### src/rtl/mbox_pkg.sv
package mbox_pkg;

  typedef enum logic [1:0] {
    RT_NONE = 2'd0,
    RT_FWD  = 2'd1,
    RT_HOLD = 2'd2,
    RT_DROP = 2'd3
  } route_e;

  localparam logic [7:0] SUB_LO   = 8'hA0;
  localparam logic [7:0] SUB_HI   = 8'hAC;
  localparam logic [7:0] STAT_ADR = 8'hB8;
  localparam logic [7:0] DROP_ADR = 8'hBC;

  function automatic logic in_submit_window(input logic [7:0] a);
    return (a >= SUB_LO) && (a <= SUB_HI);
  endfunction

  function automatic logic [31:0] status_word(input int unsigned level,
                                              input int unsigned depth);
    logic [31:0] w;
    w = '0;
    w[31] = (level == depth);
    w[30] = (level == 0);
    w[7:0] = level[7:0];
    return w;
  endfunction

endpackage

### src/rtl/mbox_wr_decode.sv
module mbox_wr_decode
  import mbox_pkg::*;
(
  input  logic       wr_en,
  input  logic [7:0] wr_addr,
  output logic       submit,
  output logic       clr_drop
);
  always_comb begin
    submit   = wr_en && in_submit_window(wr_addr);
    clr_drop = wr_en && (wr_addr == DROP_ADR);
  end
endmodule

### src/rtl/mbox_route.sv
module mbox_route
  import mbox_pkg::*;
#(
  parameter int NUM_CH = 9,
  parameter int CH_W   = 4
) (
  input  logic              clk,
  input  logic              rst_n,
  input  logic              submit,
  input  logic [CH_W-1:0]   ch,
  input  logic [NUM_CH-1:0] busy,
  input  logic              fifo_full,
  output route_e            route,
  output logic              ch_ok
);
  logic busy_sel;

  always_comb begin
    busy_sel = 1'b0;
    for (int i = 0; i < NUM_CH; i++) begin
      if (int'(ch) == i) busy_sel = busy[i];
    end
    ch_ok = (int'(ch) < NUM_CH);
  end

  always_comb begin
    route = RT_NONE;
    if (submit) begin
      if (fifo_full)      route = RT_DROP;
      else if (!ch_ok)    route = RT_DROP;
      else if (busy_sel)  route = RT_HOLD;
      else                route = RT_FWD;
    end
  end


  hold_never_full_chk: assert property (@(posedge clk) disable iff (!rst_n)
    (route == RT_HOLD) |-> !fifo_full);

  bad_ch_dropped_chk: assert property (@(posedge clk) disable iff (!rst_n)
    (submit && !ch_ok) |-> (route == RT_DROP));
endmodule

### src/rtl/mbox_hold_fifo.sv
module mbox_hold_fifo #(
  parameter int          DEPTH   = 8,
  parameter int          W       = 32,
  parameter logic [W-1:0] INVALID = '1,
  localparam int         CW      = $clog2(DEPTH + 1),
  localparam int         IW      = (DEPTH > 1) ? $clog2(DEPTH) : 1
) (
  input  logic          clk,
  input  logic          rst_n,
  input  logic          push,
  input  logic [W-1:0]  din,
  output logic [CW-1:0] level,
  output logic          full,
  output logic          empty
);
  logic [W-1:0] slot [DEPTH];
  logic [IW-1:0] wr_idx;

  assign wr_idx = level[IW-1:0];
  assign full   = (int'(level) == DEPTH);
  assign empty  = (level == '0);

  always_ff @(posedge clk) begin
    if (!rst_n)               level <= '0;
    else if (push && !full)   level <= level + 1'b1;
  end

  for (genvar g = 0; g < DEPTH; g++) begin : g_slot
    always_ff @(posedge clk) begin
      if (!rst_n)                                  slot[g] <= INVALID;
      else if (push && !full && int'(wr_idx) == g) slot[g] <= din;
    end

    unused_slot_invalid_chk: assert property (@(posedge clk) disable iff (!rst_n)
      (int'(level) <= g) |-> (slot[g] == INVALID));
  end


  level_bound_chk: assert property (@(posedge clk) disable iff (!rst_n)
    int'(level) <= DEPTH);

  no_drain_chk: assert property (@(posedge clk) disable iff (!rst_n)
    !push |=> $stable(level));
endmodule

### src/rtl/mbox_out_dispatch.sv
module mbox_out_dispatch
  import mbox_pkg::*;
#(
  parameter int          NUM_CH  = 9,
  parameter int          DEPTH   = 8,
  parameter int          W       = 32,
  parameter logic [W-1:0] INVALID = 32'hFFFF_FFFF
) (
  input  logic              clk,
  input  logic              rst_n,
  input  logic              wr_en,
  input  logic [7:0]        wr_addr,
  input  logic [W-1:0]      wr_data,
  input  logic [7:0]        rd_addr,
  output logic [W-1:0]      rd_data,
  input  logic [NUM_CH-1:0] ep_busy,
  output logic [NUM_CH-1:0] ep_valid,
  output logic [W-1:0]      ep_data
);
  localparam int CH_W = 4;
  localparam int CW   = $clog2(DEPTH + 1);

  logic          submit, clr_drop, ch_ok;
  logic          fifo_full, fifo_empty;
  logic [CW-1:0] level;
  logic          drop_flag;
  route_e        route;
  logic          ev_fwd, ev_hold, ev_drop;

  mbox_wr_decode u_dec (
    .wr_en   (wr_en),
    .wr_addr (wr_addr),
    .submit  (submit),
    .clr_drop(clr_drop)
  );

  mbox_route #(.NUM_CH(NUM_CH), .CH_W(CH_W)) u_route (
    .clk      (clk),
    .rst_n    (rst_n),
    .submit   (submit),
    .ch       (wr_data[CH_W-1:0]),
    .busy     (ep_busy),
    .fifo_full(fifo_full),
    .route    (route),
    .ch_ok    (ch_ok)
  );

  assign ev_fwd  = (route == RT_FWD);
  assign ev_hold = (route == RT_HOLD);
  assign ev_drop = (route == RT_DROP);

  mbox_hold_fifo #(.DEPTH(DEPTH), .W(W), .INVALID(INVALID)) u_fifo (
    .clk  (clk),
    .rst_n(rst_n),
    .push (ev_hold),
    .din  (wr_data),
    .level(level),
    .full (fifo_full),
    .empty(fifo_empty)
  );

  always_ff @(posedge clk) begin
    if (!rst_n)        drop_flag <= 1'b0;
    else if (ev_drop)  drop_flag <= 1'b1;
    else if (clr_drop) drop_flag <= 1'b0;
  end

  for (genvar c = 0; c < NUM_CH; c++) begin : g_ep
    always_ff @(posedge clk) begin
      if (!rst_n) ep_valid[c] <= 1'b0;
      else        ep_valid[c] <= ev_fwd && (int'(wr_data[CH_W-1:0]) == c);
    end
  end

  always_ff @(posedge clk) begin
    if (!rst_n)      ep_data <= '0;
    else if (ev_fwd) ep_data <= wr_data;
  end

  always_comb begin
    rd_data = '0;
    if (rd_addr == STAT_ADR)      rd_data = status_word(int'(level), DEPTH);
    else if (rd_addr == DROP_ADR) rd_data[0] = drop_flag;
  end


  strobe_onehot_chk: assert property (@(posedge clk) disable iff (!rst_n)
    $onehot0(ep_valid));

  fwd_strobe_chk: assert property (@(posedge clk) disable iff (!rst_n)
    ev_fwd |=> ($countones(ep_valid) == 1) && (ep_data == $past(wr_data)));

  drop_sets_flag_chk: assert property (@(posedge clk) disable iff (!rst_n)
    ev_drop |=> drop_flag);

  no_submit_quiet_chk: assert property (@(posedge clk) disable iff (!rst_n)
    !submit |=> (ep_valid == '0) && $stable(level));

  empty_full_excl_chk: assert property (@(posedge clk) disable iff (!rst_n)
    !(fifo_full && fifo_empty) && (ch_ok || !ev_fwd));
endmodule

### config.mk
export PLATFORM = sky130hd
export DESIGN_NAME = mbox_out_dispatch
export DESIGN_NICKNAME = d
export VERILOG_FILES = /design/src/rtl/mbox_pkg.sv /design/src/rtl/mbox_wr_decode.sv /design/src/rtl/mbox_route.sv /design/src/rtl/mbox_hold_fifo.sv /design/src/rtl/mbox_out_dispatch.sv
export SDC_FILE = /design/constraint.sdc
export NUM_CORES = 1
export LEC_CHECK = 0
export BUFFER_PORTS_ARGS = -buffer_cell sky130_fd_sc_hd__buf_4
export CAP_MARGIN = 20
export CORE_ASPECT_RATIO = 1.25
export CORE_MARGIN = 8
export CORE_UTILIZATION = 30
export CTS_CLUSTER_DIAMETER = 120
export DETAILED_ROUTE_END_ITERATION = 8
export PLACE_DENSITY_LB_ADDON = 0.25
export SETUP_SLACK_MARGIN = 0.4
export SLEW_MARGIN = 20
export SYNTH_ARGS = -nofsm -noshare
export SYNTH_HDL_FRONTEND = slang
export SYNTH_SLANG_ARGS = --single-unit
### constraint.sdc
create_clock -name clk -period 3.4 [get_ports clk]
set_input_delay 0.51 -clock clk [delete_from_list [all_inputs] [get_ports clk]]
set_output_delay 0.51 -clock clk [all_outputs]
set_load 0.05 [all_outputs]
; Yosys cells after proc, flatten, opt, wreduce, memory -nomap -nowiden
; Index checks and enable logic that the tools add are counted.
[word_totals]
out_inout_bits = 73
word_cells = 67
ff_bits = 46
[classes]
n_mux = 18
order_cmp = 3
reduce_logical = 17
eq_ne = 16
add_sub_neg = 1
[op_table]
columns = operator, count
row1 = $mux 31, 1
row2 = $eq 4x4->1 const B, 7
row3 = $eq 8x8->1 const B, 3
row4 = $logic_and 1x1->1, 13
row5 = $mux 1, 13
row6 = $eq 4x3->1 const B, 2
row7 = $ge 8x8->1 const B, 1
row8 = $le 8x8->1 const B, 1
row9 = $logic_not 4->1, 2
row10 = $mux 2, 4
row11 = $add 4x1->4 const B, 1
row12 = $eq 2x2->1 const B, 2
row13 = $eq 4x2->1 const B, 1
row14 = $lt 4x4->1 const B, 1
row15 = $eq 2x1->1 const B, 1
row16 = $reduce_bool 2->1, 1
row17 = $logic_not 1->1, 1

; Logic depth before layout (Yosys ltp)
; Gate-level depths: netlist (run 1).
[depth]
ltp_word = 16
ltp_mapped = 8
mapped_depth_nobuf = 6

; Cells and area by module
; From an unflattened synthesis (run 1), not the netlist that was laid out.
[hier_totals]
hier_cells = 253
area_unflattened_um2 = 2192.1
[modules_own_cells]
columns = mod, seq_area_each_um2, n_inst, area_per_inst_um2, cells_each
row1 = mbox_out_dispatch, 840.8, 1, 1800.5, 210
row2 = mbox_hold_fifo, 80.1, 1, 215.2, 24
row3 = mbox_route, 0.0, 1, 113.9, 12
row4 = mbox_wr_decode, 0.0, 1, 62.6, 7

; Worst setup path after synthesis (run 1)
; OpenSTA, ideal clock, no wires.
[synth_path]
path_kind = input to output
start = input rd_addr[6]
end = output rd_data[30]
setup_slack_ns = 0.420
stages = 4
t_arrival_ns = 2.470
path_buffers = 0
cell_sequence = and4b_1 > nand3_1 > nor2_1 > nor4bb_1
[synth_via]
elab_chain_cells = 2
[synth_rtl]
columns = element, line
row1 = start: declaration, mbox_out_dispatch.sv:14  ; input logic [7:0] rd_addr,
row2 = $eq 8x8->1, mbox_out_dispatch.sv:82  ; if (rd_addr == STAT_ADR) rd_data = status_word(int'(level), DEPTH);
row3 = $mux 31, mbox_out_dispatch.sv:82
row4 = end: declaration, mbox_out_dispatch.sv:15  ; output logic [W-1:0] rd_data,
; No other way between the ends.

; Worst setup path in the final report (run 1)
[layout_path]
start = input wr_data[0]
end = register ep_data[21]
[layout_via]
elab_chain_cells = 15
elab_cells_between_ends = 24
classes_between = order compare (1) / eq/ne (9) / mux (13) / reduce/logical (1)
[layout_rtl]
columns = element, line
row1 = start: declaration, mbox_out_dispatch.sv:13  ; input logic [W-1:0] wr_data,
row2 = $logic_not 4->1, mbox_route.sv:21  ; if (int'(ch) == i) busy_sel = busy[i];
row3 = $mux 1 (9 in a row), mbox_route.sv:21
row4 = $mux 2, mbox_route.sv:31  ; else if (busy_sel) route = RT_HOLD;
row5 = $mux 2 *, mbox_route.sv:30  ; else if (!ch_ok) route = RT_DROP;
row6 = $mux 2 *, mbox_route.sv:29  ; if (fifo_full) route = RT_DROP;
row7 = $mux 2 *, mbox_route.sv:28  ; if (submit) begin
row8 = $eq 2x1->1 *, mbox_out_dispatch.sv:48  ; assign ev_fwd = (route == RT_FWD);
row9 = end signal: assignment, mbox_out_dispatch.sv:77  ; else if (ev_fwd) ep_data <= wr_data;
row10 = end: declaration, mbox_out_dispatch.sv:18  ; output logic [W-1:0] ep_data
; Mark *: on every way between the ends. The rest lies on a longest branch, timed or not.
; A chain may end at the register's enable or synchronous reset.

==> summary.txt, run 1 <==
Floorplanning
  – I/O pins: 133
  – Die Height: 115 um
  – Core ar.: 7700 um^2
  – Die area: approximately 11000 um^2
  – Die X: roughly 95 um
  – Initial Util: between 30% and 40%
  – Rows: 36

Drt
  – Initial DRC Count: between 100 and 150
  – Vias per Instance: 4.43
  – Metal-1 WL: 2250 um
  – Routed wl met2: between 3000 and 4000 um
  – Total Wirelength: about 6000 um
  – Via count: between 1500 and 2000
  – Antenna viol nets, final: 0
  – WL/cell: 13.4 um
  – DRC: 0
  – Highest routed layer: met4
  – Met3 WL: 468 um
  – Drt pass-1 iters: 4

Hold path
  – HP Class: input pin to flop

Finish
  – Post-Route Utilization: about 40%
  – Register area: 921 um^2
  – Fin area: 3120 um^2
  – Filler cell count: 793
  – Nets: 415
  – Area of the multi-input gates: 1160 um^2
  – Fraction of layout cells with a size suffix above 1: 33.6%
  – Layout area overhead: 33.2%
  – ANT cells: 0

CTS
  – Clk Latency, worst-skew pair: 0.30 ns
  – Hold Buf Count CTS: 0
  – Clock Pin Slew Worst Setup and Hold Paths: 0.09 ns
  – Htree depth: 2
  – CTS-repair resized insts: 0
  – Num CTS Buffers: 5
  – Bufs on Longest Clock Path: 2
  – TritonCTS clock tree: built
  – Clock root buffer master: clkbuf_8
  – CTS sink cnt: 46
  – Setup bufs post-CTS: 0

Synth
  – Cell with the most instances after synthesis: nand2_1
  – Synth Warn #: 0
  – Post-synth ARST share: 0%
  – Post-synth EDFFs: 0
  – Synth top area share: 39.4%
  – Main synth FF type: dfxtp_1
  – Top cells by count, synth: nand2_1, dfxtp_1, mux2i_1
  – Avg Inst Size Synth: 9.10 um^2
  – Syn Inst Count: 257
  – Cell Area, Synth: 2340 um^2
  – Sequential fraction of the synthesis area: 39.4%
  – Area contributors post-synth: dfxtp_1, mux2i_1, nand2_1, buf_4, buf_6
  – Leading area contributor after synthesis: dfxtp_1
  – Yosys cell types: 40
  – Yosys reg bits: 46

STA
  – Clock skew: ~0.008 ns
  – Total negative slack: 0 ns
  – Period utilization: around two thirds
  – Worst-Margin Slew: 0.694 ns
  – RSZ-0062 raised after global routing: false
  – Final worst slack: between 1 and 1.5 ns
  – Pins over their slew limit: 0
  – Final min period: 2.31 ns
  – Final hold slack: about 0.46 ns
  – Final Setup Violations: 0
  – Max Clk Rate: around 430 MHz
  – Final Hold Vio Count: 0
  – Max_slew headroom: between 50% and 60%

Pwr
  – Net Switching: ~310 uW
  – Power per cell area: 341 nW/um^2
  – Comb power frac: 17.1%
  – Seq pwr share: 51.1%
  – Clk pwr share: roughly a third
  – P_leak: 1.38 nW
  – Internal power: 750 uW
  – Sw Ratio: 29.4%
  – Peak supply drop: 0.196 mV

Setup path
  – CP Class: input pin to flop
  – CP max stage delay: 0.52 ns
  – Critical Path Start Type: input pin
  – Delay-heaviest family, CP: simple AND/OR/NAND/NOR gates
  – Worst endpoint data arrival time: 2.53 ns
  – CP Capture Type: flop
  – Worst path required time: 3.62 ns
  – Critical Path Fanout Max: 29
  – CP bufs+invs: 2
  – Worst-path cell chain: buf_4, mux2_1, a32o_1, nor4_4, and3_2, buf_12, mux2i_1
  – Slowest-stage cell, CP: and3_2

GRT
  – Vias in the first global route: 2035
  – Initial antenna violation count: 0
  – Largest net degree at the start of global routing: 80
  – First-pass GRT wire length: 9380 um
  – GR Overflow Total: 0
  – Gr usage total: 10.6%

Place
  – DP Worst Slack: 0.748 ns
  – Placement-stage cell area: 3030 um^2
  – Global placer's final weighted congestion: 0.728
  – I/O Buffers: 106
  – Dpl hpwl: 4690 um

Outcome
  – Status: complete, no violations

Flow run
  – Max_cap viols: 0
per-stage QoR:
| stage | power, mW | cells |
|---|---|---|
| after detailed placement | 0.737 | 441 |
| after global routing | 1.12 | 449 |
| after floorplan | 0.701 | 282 |
| final | 1.06 | 449 |
| after global placement | 0.736 | 441 |
| after CTS | 1.08 | 449 |
state kept, by name (all words and copies together), names as in the netlist:
name          flops
ep_data          32
u_fifo.level      4
ep_valid          9
drop_flag         1
power by group through the flow:
stage / Clock, mW / Sequential (mW) / Combinational [mW]
after global routing: 0.384 / 0.543 / 0.196
after floorplan: 0 / 0.563 / 0.138
after detailed placement: 0 / 0.555 / 0.182
after global placement: 0 / 0.555 / 0.181
after CTS: 0.356 / 0.542 / 0.182
final: 0.337 / 0.542 / 0.182
path summary, 6_finish.rpt:
| kind | from | end | slack, ns | depth (start not counted) |
|---|---|---|---|---|
| hold reg to reg | ep_data[27]$_SDFFE_PN0N_ | ep_data[27]$_SDFFE_PN0N_ | 0.46 | 2 |
| setup reg to reg | u_fifo.level[0]$_SDFFE_PN0P_ | ep_data[21]$_SDFFE_PN0N_ | 1.36 | 6 |
| hold / removal | wr_data[27] | ep_data[27]$_SDFFE_PN0N_ | 0.46 | 3 |
| setup / recovery | wr_data[0] | ep_data[21]$_SDFFE_PN0N_ | 1.09 | 7 |
per-layer routing:
metal	global-route usage (%)	vias to the layer above
met3	3.53	2
li1	-	1002
met2	19.8	68
met5	0	-
met4	3.44	0
met1	10.7	915
worst min-delay path, delay by kind of cell:
kind / cells / cell delay (ns)
and+or+nand+nor: 1 / 0.04
buffers and inverters: 1 / 0.11
muxes: 1 / 0.05
kinds of logic after synthesis:
| family | after synthesis | share of synthesized area (%) |
|---|---|---|
| other cells | 1 | 0.160 |
| flops | 46 | 39.4 |
| mux | 37 | 15.9 |
| fa+ha+maj | 2 | 1.07 |
| buf+inv | 46 | 15.1 |
| simple gates | 114 | 24.5 |
| compound gates | 11 | 3.90 |
cell type report:
class | count | share of cell area (%)
clock buffer | 5 | 2.21
clock inverter | 3 | 0.602
inverter | 3 | 0.361
multi-input combinational | 190 | 37.3
sequential | 46 | 29.6
tap | 95 | 3.82
timing repair buffer | 107 | 26.2
cell usage in the layout, fill, tap and decap left out, types with 2 or more instances in the layout:
master      n
buf_4     106
nand2_1    71
dfxtp_1    46
mux2i_1    36
conb_1     26
and4_1      8
nor2_1      7
clkbuf_8    5
nand3_1     4
inv_1       3
nor3_1      3
and2_1      2
nand4b_1    2
nand3b_1    2
a21boi_1    2
nor2b_1     2
and3_1      2
ha_1        2
clkinv_2    2
Note: power is estimated with default switching activity, not from simulation.
==> run 2: changes to the inputs <==
clock period = 2.12 ns   (was 3.4 ns; I/O delays follow)
==> summary.txt, run 2 (synthesis results as in run 1) <==
STA
  – Clock skew: 0.00420 ns
  – Period utilization: 78.3%
  – Max Clk Rate: 602 MHz
  – Final Setup Violations: 0
  – Final min period: around 1.7 ns
  – Pins over their slew limit: 0
  – Total negative slack: 0 ns
  – Final Hold Vio Count: 0
  – RSZ-0062 raised after global routing: true

Finish
  – Largest register FFs: 32
  – Register area: 923 um^2
  – Top flop regs: ep_data (32), ep_valid (9), u_fifo.level (4)
  – Nets: 425
  – Post-Route Utilization: 43.6%
  – Area of the multi-input gates: 1240 um^2
  – Commonest non-fill, non-tap cells in the layout: buf_4, nand2_1, dfxtp_1, mux2i_1, conb_1
  – Fraction of layout cells with a size suffix above 1: 39.1%
  – Layout area overhead: 43.6%
  – ANT cells: 0
  – Largest reg by FF count: ep_data
  – Filler cell count: 787
  – Most common cell after layout, fill and taps aside: buf_4

Drt
  – Via count: 1990
  – Initial DRC Count: 73
  – Antenna viol nets, final: 0
  – Vias per Instance: 4.34
  – DRC: 0
  – WL/cell: 13.6 um
  – Total Wirelength: between 6000 and 7000 um
  – Drt pass-1 iters: 4

Setup path
  – CP Class: input pin to flop
  – Worst-path cell chain: buf_4, or3b_4, a211oi_4, nor4_4, and3_4, bufbuf_16, and4_1
  – CP Capture Type: flop
  – Delay-heaviest family, CP: simple AND/OR/NAND/NOR gates
  – Worst R2R Start: u_fifo.level[0]$_SDFFE_PN0P_
  – Worst setup path end: ep_valid[4]$_SDFF_PN0_
  – CP max stage delay: 0.39 ns
  – Reg2reg setup slack: approximately 0.5 ns
  – CP startpoint: wr_data[2]
  – Worst path required time: between 2 and 2.5 ns
  – Crit path depth: 7
  – Worst Reg-to-Reg Cells: 6
  – CP bufs+invs: 2
  – Critical Path Fanout Max: 14
  – Worst r2r dst: ep_data[3]$_SDFFE_PN0N_
  – Slowest-stage cell, CP: or3b_4
  – Critical Path Start Type: input pin
  – Worst endpoint data arrival time: 1.85 ns

Pwr
  – P_leak: 1.48 nW
  – Power per cell area: ~550 nW/um^2
  – Peak supply drop: 0.287 mV

Outcome
  – Status: complete, no violations

Floorplanning
  – I/O pins: 133
  – Die Height: about 110 um
  – Initial Util: 30.4%
  – Die X: 95.0 um
  – Core ar.: ~7700 um^2
  – Die area: ~11000 um^2
  – Rows: 36

CTS
  – Clk Latency, worst-skew pair: 0.29 ns
  – CTS sink cnt: 46
  – Clock Pin Slew Worst Setup and Hold Paths: roughly 0.080 ns
  – Clock root buffer master: clkbuf_8
  – Num CTS Buffers: 5
  – Htree depth: 2
  – TritonCTS clock tree: built
  – Bufs on Longest Clock Path: 2

Place
  – Global placer's final weighted congestion: roughly 0.70
  – I/O Buffers: 106
  – Dpl hpwl: 4750 um

Hold path
  – HP Class: input pin to flop

Flow run
  – Max_cap viols: 0

GRT
  – GR Overflow Total: 0
  – First-pass GRT wire length: 9780 um
  – Gr usage total: 11.2%
  – Initial antenna violation count: 0
  – Vias in the first global route: roughly 2100
  – Largest net degree at the start of global routing: between 50 and 60
## run 2: where the power goes
group / internal, mW / switching (mW) / leakage [nW] / total [mW]
combinational: 0.118 / 0.197 / 1.06 / 0.315
clock: 0.377 / 0.290 / 0.0573 / 0.667
sequential: 0.867 / 0.00237 / 0.372 / 0.870
total: 1.36 / 0.489 / 1.48 / 1.85
## run 2: through the flow
step | std cells | instance area [um^2] | setup WS (ns) | hold slack (ns) | power [mW]
finish | 458 | 3360 | 0.459 | 0.272 | 1.85
global placement | 447 | 3100 | 0.0570 | 0.443 | 1.19
floorplan | 282 | 2470 | 0.0812 | 0.446 | 1.13
CTS | 457 | 3290 | 0.398 | 0.259 | 1.87
detailed placement | 447 | 3100 | 0.0171 | 0.450 | 1.20
global route | 458 | 3360 | 0.389 | 0.260 | 1.93
## run 2: final cells by class
type / instances / share of cell area (%)
inverters: 3 / 0.335
multi-input cells: 190 / 36.8
flip-flops and latches: 46 / 27.5
well taps: 95 / 3.54
clock buffers: 6 / 2.46
repair buffers: 117 / 28.5
clock inverters: 1 / 0.894
## run 2: timing repair
item / CTS / global route
cloned: 1 / 1
pin swaps: 8 / 3
endpoints found under the setup margin: 42 / 28
resized for setup: 10 / 10
hold buffers: 0 / 0
buffers inserted: 2 / 0
## run 2: per-layer routing
metal	global-route usage [%]	share of wire (%)	up-vias	wire length, um
met4	3.13	1.2	0	72
li1	-	-	1014	-
met2	20.1	53	65	3320
met1	12.1	39	906	2390
met5	0	0	-	0
met3	3.53	6.8	5	425
## run 2: worst register-to-register path, delay by kind of cell, from the launching register on
kind	cells	cell delay (ns)
AOI/OAI and AO/OA	1	0.22
adders and majority gates	1	0.16
muxes	1	0.17
buffers and inverters	2	0.35
and+or+nand+nor	1	0.26
DFF	1	0.38
## run 2: how the worst min path moves through the flow
stage                     cells past startpoint  slack, ns                       end                      from
final                                         3       0.27  ep_data[26]$_SDFFE_PN0N_               wr_data[26]
after CTS                                     3       0.26  ep_data[26]$_SDFFE_PN0N_               wr_data[26]
after global routing                          3       0.26  ep_data[31]$_SDFFE_PN0N_               wr_data[31]
after floorplan                               2       0.45    drop_flag$_SDFFE_PN0P_    drop_flag$_SDFFE_PN0P_
after detailed placement                      2       0.45   ep_data[2]$_SDFFE_PN0N_   ep_data[2]$_SDFFE_PN0N_
after global placement                        2       0.44  ep_data[24]$_SDFFE_PN0N_  ep_data[24]$_SDFFE_PN0N_
